`src/rtl/nand_strobe_pkg.sv`:
```
package nand_strobe_pkg;

    localparam int TWORD_W = 32;
    localparam int CNT_W   = 5;

    // Field positions in the timing word (decoded by software-visible layout)
    localparam int WL_LSB = 0;
    localparam int WH_LSB = 4;
    localparam int RL_LSB = 8;
    localparam int RH_LSB = 12;
    localparam int TA_LSB = 16;
    localparam int BD_LSB = 19;
    localparam int CS_LSB = 24;

    typedef struct packed {
        logic [1:0] ce_setup;
        logic [4:0] busy_dly;
        logic [2:0] turn;
        logic [3:0] rd_hi;
        logic [3:0] rd_lo;
        logic [3:0] wr_hi;
        logic [3:0] wr_lo;
    } strobe_timing_t;

    typedef enum logic [2:0] {
        PH_IDLE, PH_TURN, PH_SETUP, PH_LOW, PH_HIGH, PH_BDLY, PH_WAIT, PH_DONE
    } phase_t;

    function automatic strobe_timing_t unpack_timing(input logic [TWORD_W-1:0] w);
        strobe_timing_t t;
        t.wr_lo    = w[WL_LSB +: 4];
        t.wr_hi    = w[WH_LSB +: 4];
        t.rd_lo    = w[RL_LSB +: 4];
        t.rd_hi    = w[RH_LSB +: 4];
        t.turn     = w[TA_LSB +: 3];
        t.busy_dly = w[BD_LSB +: 5];
        t.ce_setup = w[CS_LSB +: 2];
        return t;
    endfunction

    function automatic logic [CNT_W-1:0] phase_count(input phase_t ph, input logic rd,
                                                     input strobe_timing_t t);
        logic [CNT_W-1:0] v;
        case (ph)
            PH_TURN:  v = CNT_W'(t.turn);
            PH_SETUP: v = CNT_W'(t.ce_setup);
            PH_LOW:   v = rd ? CNT_W'(t.rd_lo) : CNT_W'(t.wr_lo);
            PH_HIGH:  v = rd ? CNT_W'(t.rd_hi) : CNT_W'(t.wr_hi);
            PH_BDLY:  v = CNT_W'(t.busy_dly);
            default:  v = '0;
        endcase
        return v;
    endfunction

endpackage

```
`src/rtl/nand_timing_latch.sv`:
```
module nand_timing_latch
    import nand_strobe_pkg::*;
(
    input  logic               clk,
    input  logic               rst,
    input  logic               load,
    input  logic [TWORD_W-1:0] word,
    output strobe_timing_t     live,
    output strobe_timing_t     held
);
    assign live = unpack_timing(word);

    always_ff @(posedge clk) begin
        if (rst)       held <= '0;
        else if (load) held <= live;
    end
endmodule

```
`src/rtl/nand_phase_counter.sv`:
```
module nand_phase_counter #(
    parameter int W = 5
) (
    input  logic         clk,
    input  logic         rst,
    input  logic         load,
    input  logic [W-1:0] load_val,
    output logic         last
);
    logic [W-1:0] cnt;

    always_ff @(posedge clk) begin
        if (rst)             cnt <= '0;
        else if (load)       cnt <= load_val;
        else if (cnt != '0)  cnt <= cnt - 1'b1;
    end

    assign last = (cnt == '0);
endmodule

```
`src/rtl/nand_strobe_seq.sv`:
```
module nand_strobe_seq
    import nand_strobe_pkg::*;
(
    input  logic             clk,
    input  logic             rst,
    input  logic             acc_start,
    input  logic             acc_rd,
    input  logic             ce_drop,
    input  logic             flash_rdy,
    input  strobe_timing_t   live_tim,
    input  strobe_timing_t   held_tim,
    input  logic             cnt_last,
    output logic             accept,
    output logic             cnt_load,
    output logic [CNT_W-1:0] cnt_val,
    output logic             ce_n,
    output logic             re_n,
    output logic             we_n,
    output logic             rd_capture,
    output logic             acc_done
);
    phase_t         state, nxt;
    logic           cur_rd, setup_req, ce_held, has_prev, last_rd;
    strobe_timing_t tim;
    logic           rd_eff, setup_eff, turn_eff;

    assign accept    = (state == PH_IDLE) && acc_start;
    assign tim       = (state == PH_IDLE) ? live_tim : held_tim;
    assign rd_eff    = (state == PH_IDLE) ? acc_rd : cur_rd;
    assign setup_eff = (state == PH_IDLE) ? (acc_rd && !ce_held) : setup_req;
    assign turn_eff  = has_prev && (last_rd != acc_rd);

    always_comb begin
        nxt = state;
        case (state)
            PH_IDLE:  if (acc_start)
                          nxt = turn_eff ? PH_TURN : (setup_eff ? PH_SETUP : PH_LOW);
            PH_TURN:  if (cnt_last) nxt = setup_eff ? PH_SETUP : PH_LOW;
            PH_SETUP: if (cnt_last) nxt = PH_LOW;
            PH_LOW:   if (cnt_last) nxt = PH_HIGH;
            PH_HIGH:  if (cnt_last) nxt = rd_eff ? PH_DONE : PH_BDLY;
            PH_BDLY:  if (cnt_last) nxt = PH_WAIT;
            PH_WAIT:  if (flash_rdy) nxt = PH_DONE;
            default:  nxt = PH_IDLE;
        endcase
    end

    assign cnt_load = (nxt != state);
    assign cnt_val  = phase_count(nxt, rd_eff, tim);

    always_ff @(posedge clk) begin
        if (rst) begin
            state     <= PH_IDLE;
            cur_rd    <= 1'b0;
            setup_req <= 1'b0;
            ce_held   <= 1'b0;
            has_prev  <= 1'b0;
            last_rd   <= 1'b0;
        end else begin
            state <= nxt;
            if (accept) begin
                cur_rd    <= acc_rd;
                setup_req <= acc_rd && !ce_held;
                ce_held   <= 1'b1;
                has_prev  <= 1'b1;
                last_rd   <= acc_rd;
            end else if (state == PH_IDLE && ce_drop) begin
                ce_held <= 1'b0;
            end
        end
    end

    assign ce_n       = !ce_held;
    assign re_n       = !(state == PH_LOW && cur_rd);
    assign we_n       = !(state == PH_LOW && !cur_rd);
    assign rd_capture = (state == PH_LOW) && cur_rd && cnt_last;
    assign acc_done   = (state == PH_DONE);

    AST_DONE_SINGLE: assert property (@(posedge clk) disable iff (rst)
        acc_done |=> !acc_done);
    AST_STROBE_UNDER_CE: assert property (@(posedge clk) disable iff (rst)
        (!re_n || !we_n) |-> !ce_n);
    AST_CAPTURE_AT_RISE: assert property (@(posedge clk) disable iff (rst)
        rd_capture |=> $rose(re_n));
    AST_WRITE_DONE_READY: assert property (@(posedge clk) disable iff (rst)
        (acc_done && !cur_rd) |-> $past(flash_rdy));
    AST_CE_RELEASE_CAUSE: assert property (@(posedge clk) disable iff (rst)
        $rose(ce_n) |-> $past(ce_drop));
endmodule

```
`src/rtl/nand_strobe_gen.sv`:
```
module nand_strobe_gen
    import nand_strobe_pkg::*;
(
    input  logic               clk,
    input  logic               rst,
    input  logic               acc_start,
    input  logic               acc_rd,
    input  logic               ce_drop,
    input  logic               flash_rdy,
    input  logic [TWORD_W-1:0] tword,
    output logic               ce_n,
    output logic               re_n,
    output logic               we_n,
    output logic               rd_capture,
    output logic               acc_done
);
    strobe_timing_t   live_tim, held_tim;
    logic             accept, cnt_load, cnt_last;
    logic [CNT_W-1:0] cnt_val;

    nand_timing_latch u_latch (
        .clk(clk), .rst(rst), .load(accept), .word(tword),
        .live(live_tim), .held(held_tim)
    );

    nand_phase_counter #(.W(CNT_W)) u_cnt (
        .clk(clk), .rst(rst), .load(cnt_load), .load_val(cnt_val), .last(cnt_last)
    );

    nand_strobe_seq u_seq (
        .clk(clk), .rst(rst), .acc_start(acc_start), .acc_rd(acc_rd),
        .ce_drop(ce_drop), .flash_rdy(flash_rdy),
        .live_tim(live_tim), .held_tim(held_tim), .cnt_last(cnt_last),
        .accept(accept), .cnt_load(cnt_load), .cnt_val(cnt_val),
        .ce_n(ce_n), .re_n(re_n), .we_n(we_n),
        .rd_capture(rd_capture), .acc_done(acc_done)
    );
endmodule

```
`config.mk`:
```
export PLATFORM = sky130hd
export DESIGN_NAME = nand_strobe_gen
export DESIGN_NICKNAME = d
export VERILOG_FILES = /design/src/rtl/nand_strobe_pkg.sv /design/src/rtl/nand_timing_latch.sv /design/src/rtl/nand_phase_counter.sv /design/src/rtl/nand_strobe_seq.sv /design/src/rtl/nand_strobe_gen.sv
export SDC_FILE = /design/constraint.sdc
export NUM_CORES = 1
export LEC_CHECK = 0
export ABC_CLOCK_PERIOD_IN_PS = 5500
export BUFFER_PORTS_ARGS = -buffer_cell sky130_fd_sc_hd__buf_2
export CAP_MARGIN = 20
export CORE_MARGIN = 2
export CORE_UTILIZATION = 35
export DETAILED_ROUTE_END_ITERATION = 8
export MAX_ROUTING_LAYER = met4
export PLACE_DENSITY = 0.63
export SLEW_MARGIN = 20
export SYNTH_ARGS = -nofsm -noshare
export SYNTH_HDL_FRONTEND = slang
export SYNTH_HIERARCHICAL = 1
export SYNTH_SLANG_ARGS = --single-unit
```
`constraint.sdc`:
```
create_clock -name clk -period 5.5 [get_ports clk]
set_input_delay 0.55 -clock clk [delete_from_list [all_inputs] [get_ports clk]]
set_output_delay 0.55 -clock clk [all_outputs]
set_load 0.01 [all_outputs]
```
==> impl.org <==
** Outcome
- The run finished with clean final reports.

** Yosys
- Cells after synthesis :: 264
- In this run the mean area of a mapped cell was 8.995 um2.
- Post-Syn Area :: 2375 um2
- For this run, the number of Yosys warnings is 6.
- Counting every net in the synthesized netlist gives 303.

** Power and ir drop
- Static leakage power :: 1.018 nW
- Worst vdd ir :: 0.0001848 V
- The design draws 1.216 mW.
- For this design the ratio of total power to cell area is 496.1 nW/um2.

** GRT
- Entering global routing, the biggest net connects 40 pins.
- Number of global-route vias before repair :: 1572
- Number of antenna violations at the first check in global routing :: 0
- Global-route congestion overflow total :: 0
- Global-route wire length before repair :: 7748 um
- Total Routing Usage GR :: 0.1367

** Clocking
- Cts-stage hold buffer count :: 0
- Worst-case clock buffer depth :: 2
- Number of clock sinks :: 38
- At the later pin of the worst-skew pair, clock insertion delay measures 0.29 ns.
- Resize count post-CTS :: 0
- Clock-pin slew was measured on the worst setup and hold paths at 0.08 ns.
- H-tree lvl count :: 2
- TritonCTS built the clock tree.
- Once the clock tree was built, the setup fixing pass inserted 0 buffers.
- Num CTS Buffers :: 5
- Cell chosen for the clock root :: sky130_fd_sc_hd__clkbuf_8

** Drt
- Drt via density :: 4.960
- The first detailed-routing pass ran for 4 iterations.
- Residual DRC :: 0
- Antenna violation net count after detailed routing :: 0
- Total Routed Length :: 4789 um
- For this block, the initial DRC count from the detailed router was 85.
- Dividing the detail-routed wire length by the instance count gives 13.64 um.
- Vias :: 1741

** STA
- WHS :: 0.4540 ns
- Setup repair after global routing missed its margin :: no
- Number of hold violations in the final report :: 0
- Accumulated negative setup slack :: 0 ns
- Final setup violation count :: 0
- The count of pins over their slew limit was 0.
- Derived from the worst setup path, the maximum achievable clock frequency is 295.4 MHz.
- Slew HR :: 0.4794
- Final setup skew :: 0.003305 ns
- Final critical-path share of the clock period :: 0.6155
- Slew @ Worst Pin :: 0.7798 ns
- The smallest clock period supported by the final layout is computed as 3.385 ns.

** Placed design
- Count of input and output buffers :: 36
- Number of cells after detailed placement :: 343
- HPWL after detailed placement :: 3328 um
- The congestion estimate from routability-driven global placement came to 0.8138.

** Floorplanning
- The initial utilization of the core area, before any placement, comes to 0.3554.
- The core region is 6681 um2.
- Number of placement rows :: 30
- Area of the die :: 7460 um2
- Die extent in x :: 86.37 um
- The die is 86.37 um tall.
- In this run the count of I/O pins placed on the die edge is 43.

** Final layout
- The number of antenna diodes in the final layout is 0.
- In the final layout, the share of cells above drive strength 1 is 0.2325.
- After the last flow step, the layout net total stands at 309.
- Number of filler cells placed in the layout :: 707
- Compared with the post-synthesis result, the final layout area differs by 3.214%.
- Leaving out filler cells and counting taps, the final layout contains 351.

** Worst setup path
- Data on the critical path is required at its endpoint by 5.72 ns.
- The worst setup path is captured at a register.
- Critical Path Start Type :: register
- Type of the worst setup path :: register to register
- Register-to-register path setup slack :: 2.11 ns
- Data on the critical path arrives at its endpoint at 3.60 ns.
- Along the worst path, the maximum fanout reaches 15.

** Min path
- HP Class :: register to register

** Run
- Max-cap violations in this run came to 0.
## flip-flops by register name, summed over array words and instances (netlist names)
register         count
u_latch/held        26
u_cnt/cnt            5
u_seq/state          3
u_seq/ce_held        1
u_seq/has_prev       1
u_seq/last_rd        1
u_seq/setup_req      1
## power by group
| group | switching [mW] | internal, mW |
|---|---|---|
| Clock | 0.0981 | 0.101 |
| Sequential | 0.0647 | 0.335 |
| Combinational | 0.349 | 0.268 |
| Total | 0.512 | 0.704 |
## through the flow
step	area (um2)	util	setup slack, ns
global route	2451	0.3669	1.807
finish	2451	0.3669	2.115
floorplan	2375	-	2.800
global placement	2360	0.3532	2.199
CTS	2451	0.3669	2.133
detailed placement	2360	0.3532	2.158
## cell type report
cell class / instances / area (um2) / area share
clock buffer: 7 / 86.33 / 0.03522
clock inverter: 1 / 5.005 / 0.002042
inverter: 12 / 50.05 / 0.02042
multi-input combinational: 177 / 1269 / 0.5176
sequential: 38 / 760.7 / 0.3104
tap: 80 / 100.1 / 0.04084
timing repair buffer: 36 / 180.2 / 0.07351
## worst paths after layout
kind,endpoint,start,cells after the start
hold / removal,u_seq/setup_req,u_seq/setup_req,2
hold reg to reg,u_seq/setup_req,u_seq/setup_req,2
setup reg to reg,u_cnt/cnt[2],u_cnt/cnt[0],10
setup / recovery,u_cnt/cnt[2],u_cnt/cnt[0],10
## metal layers
| metal | track usage | vias to the layer above | wire length (um) |
|---|---|---|---|
| li1 | - | 912 | - |
| met1 | 0.1775 | 793 | 2307 |
| met2 | 0.2112 | 31 | 2251 |
| met3 | 0.03238 | 5 | 165 |
| met4 | 0.04261 | 0 | 65 |
| met5 | - | - | 0 |
## critical path, cell delays in order (launching register included)
cell and delay [ns]:
sky130_fd_sc_hd__dfxtp_1 0.32, sky130_fd_sc_hd__inv_1 0.08, sky130_fd_sc_hd__ha_1 0.21, sky130_fd_sc_hd__nor4b_4 0.62, sky130_fd_sc_hd__o21ai_0 0.19, sky130_fd_sc_hd__a21oi_1 0.21
sky130_fd_sc_hd__a2bb2oi_2 0.50, sky130_fd_sc_hd__mux2i_1 0.16, sky130_fd_sc_hd__or3_1 0.45, sky130_fd_sc_hd__or3_1 0.41, sky130_fd_sc_hd__a21oi_1 0.14
## cell usage in the layout, fill, tap and decap left out, types with 2 or more instances in the layout
master,count
sky130_fd_sc_hd__and4b_1,2
sky130_fd_sc_hd__o221ai_1,2
sky130_fd_sc_hd__dfxtp_1,38
sky130_fd_sc_hd__a211oi_1,6
sky130_fd_sc_hd__nor2b_1,4
sky130_fd_sc_hd__buf_2,36
sky130_fd_sc_hd__nor3_1,2
sky130_fd_sc_hd__o21ai_2,2
sky130_fd_sc_hd__and3_1,2
sky130_fd_sc_hd__mux2_2,2
sky130_fd_sc_hd__clkbuf_8,6
sky130_fd_sc_hd__a21oi_2,2
sky130_fd_sc_hd__nand2_1,18
sky130_fd_sc_hd__nand3_1,4
sky130_fd_sc_hd__xnor2_1,2
sky130_fd_sc_hd__a21oi_1,14
sky130_fd_sc_hd__a221oi_2,2
sky130_fd_sc_hd__mux2i_1,41
sky130_fd_sc_hd__inv_1,11
sky130_fd_sc_hd__or3_1,4
sky130_fd_sc_hd__nor2_1,39
sky130_fd_sc_hd__o21ai_0,3
sky130_fd_sc_hd__o211ai_1,2
(Power assumes the default switching activity.)
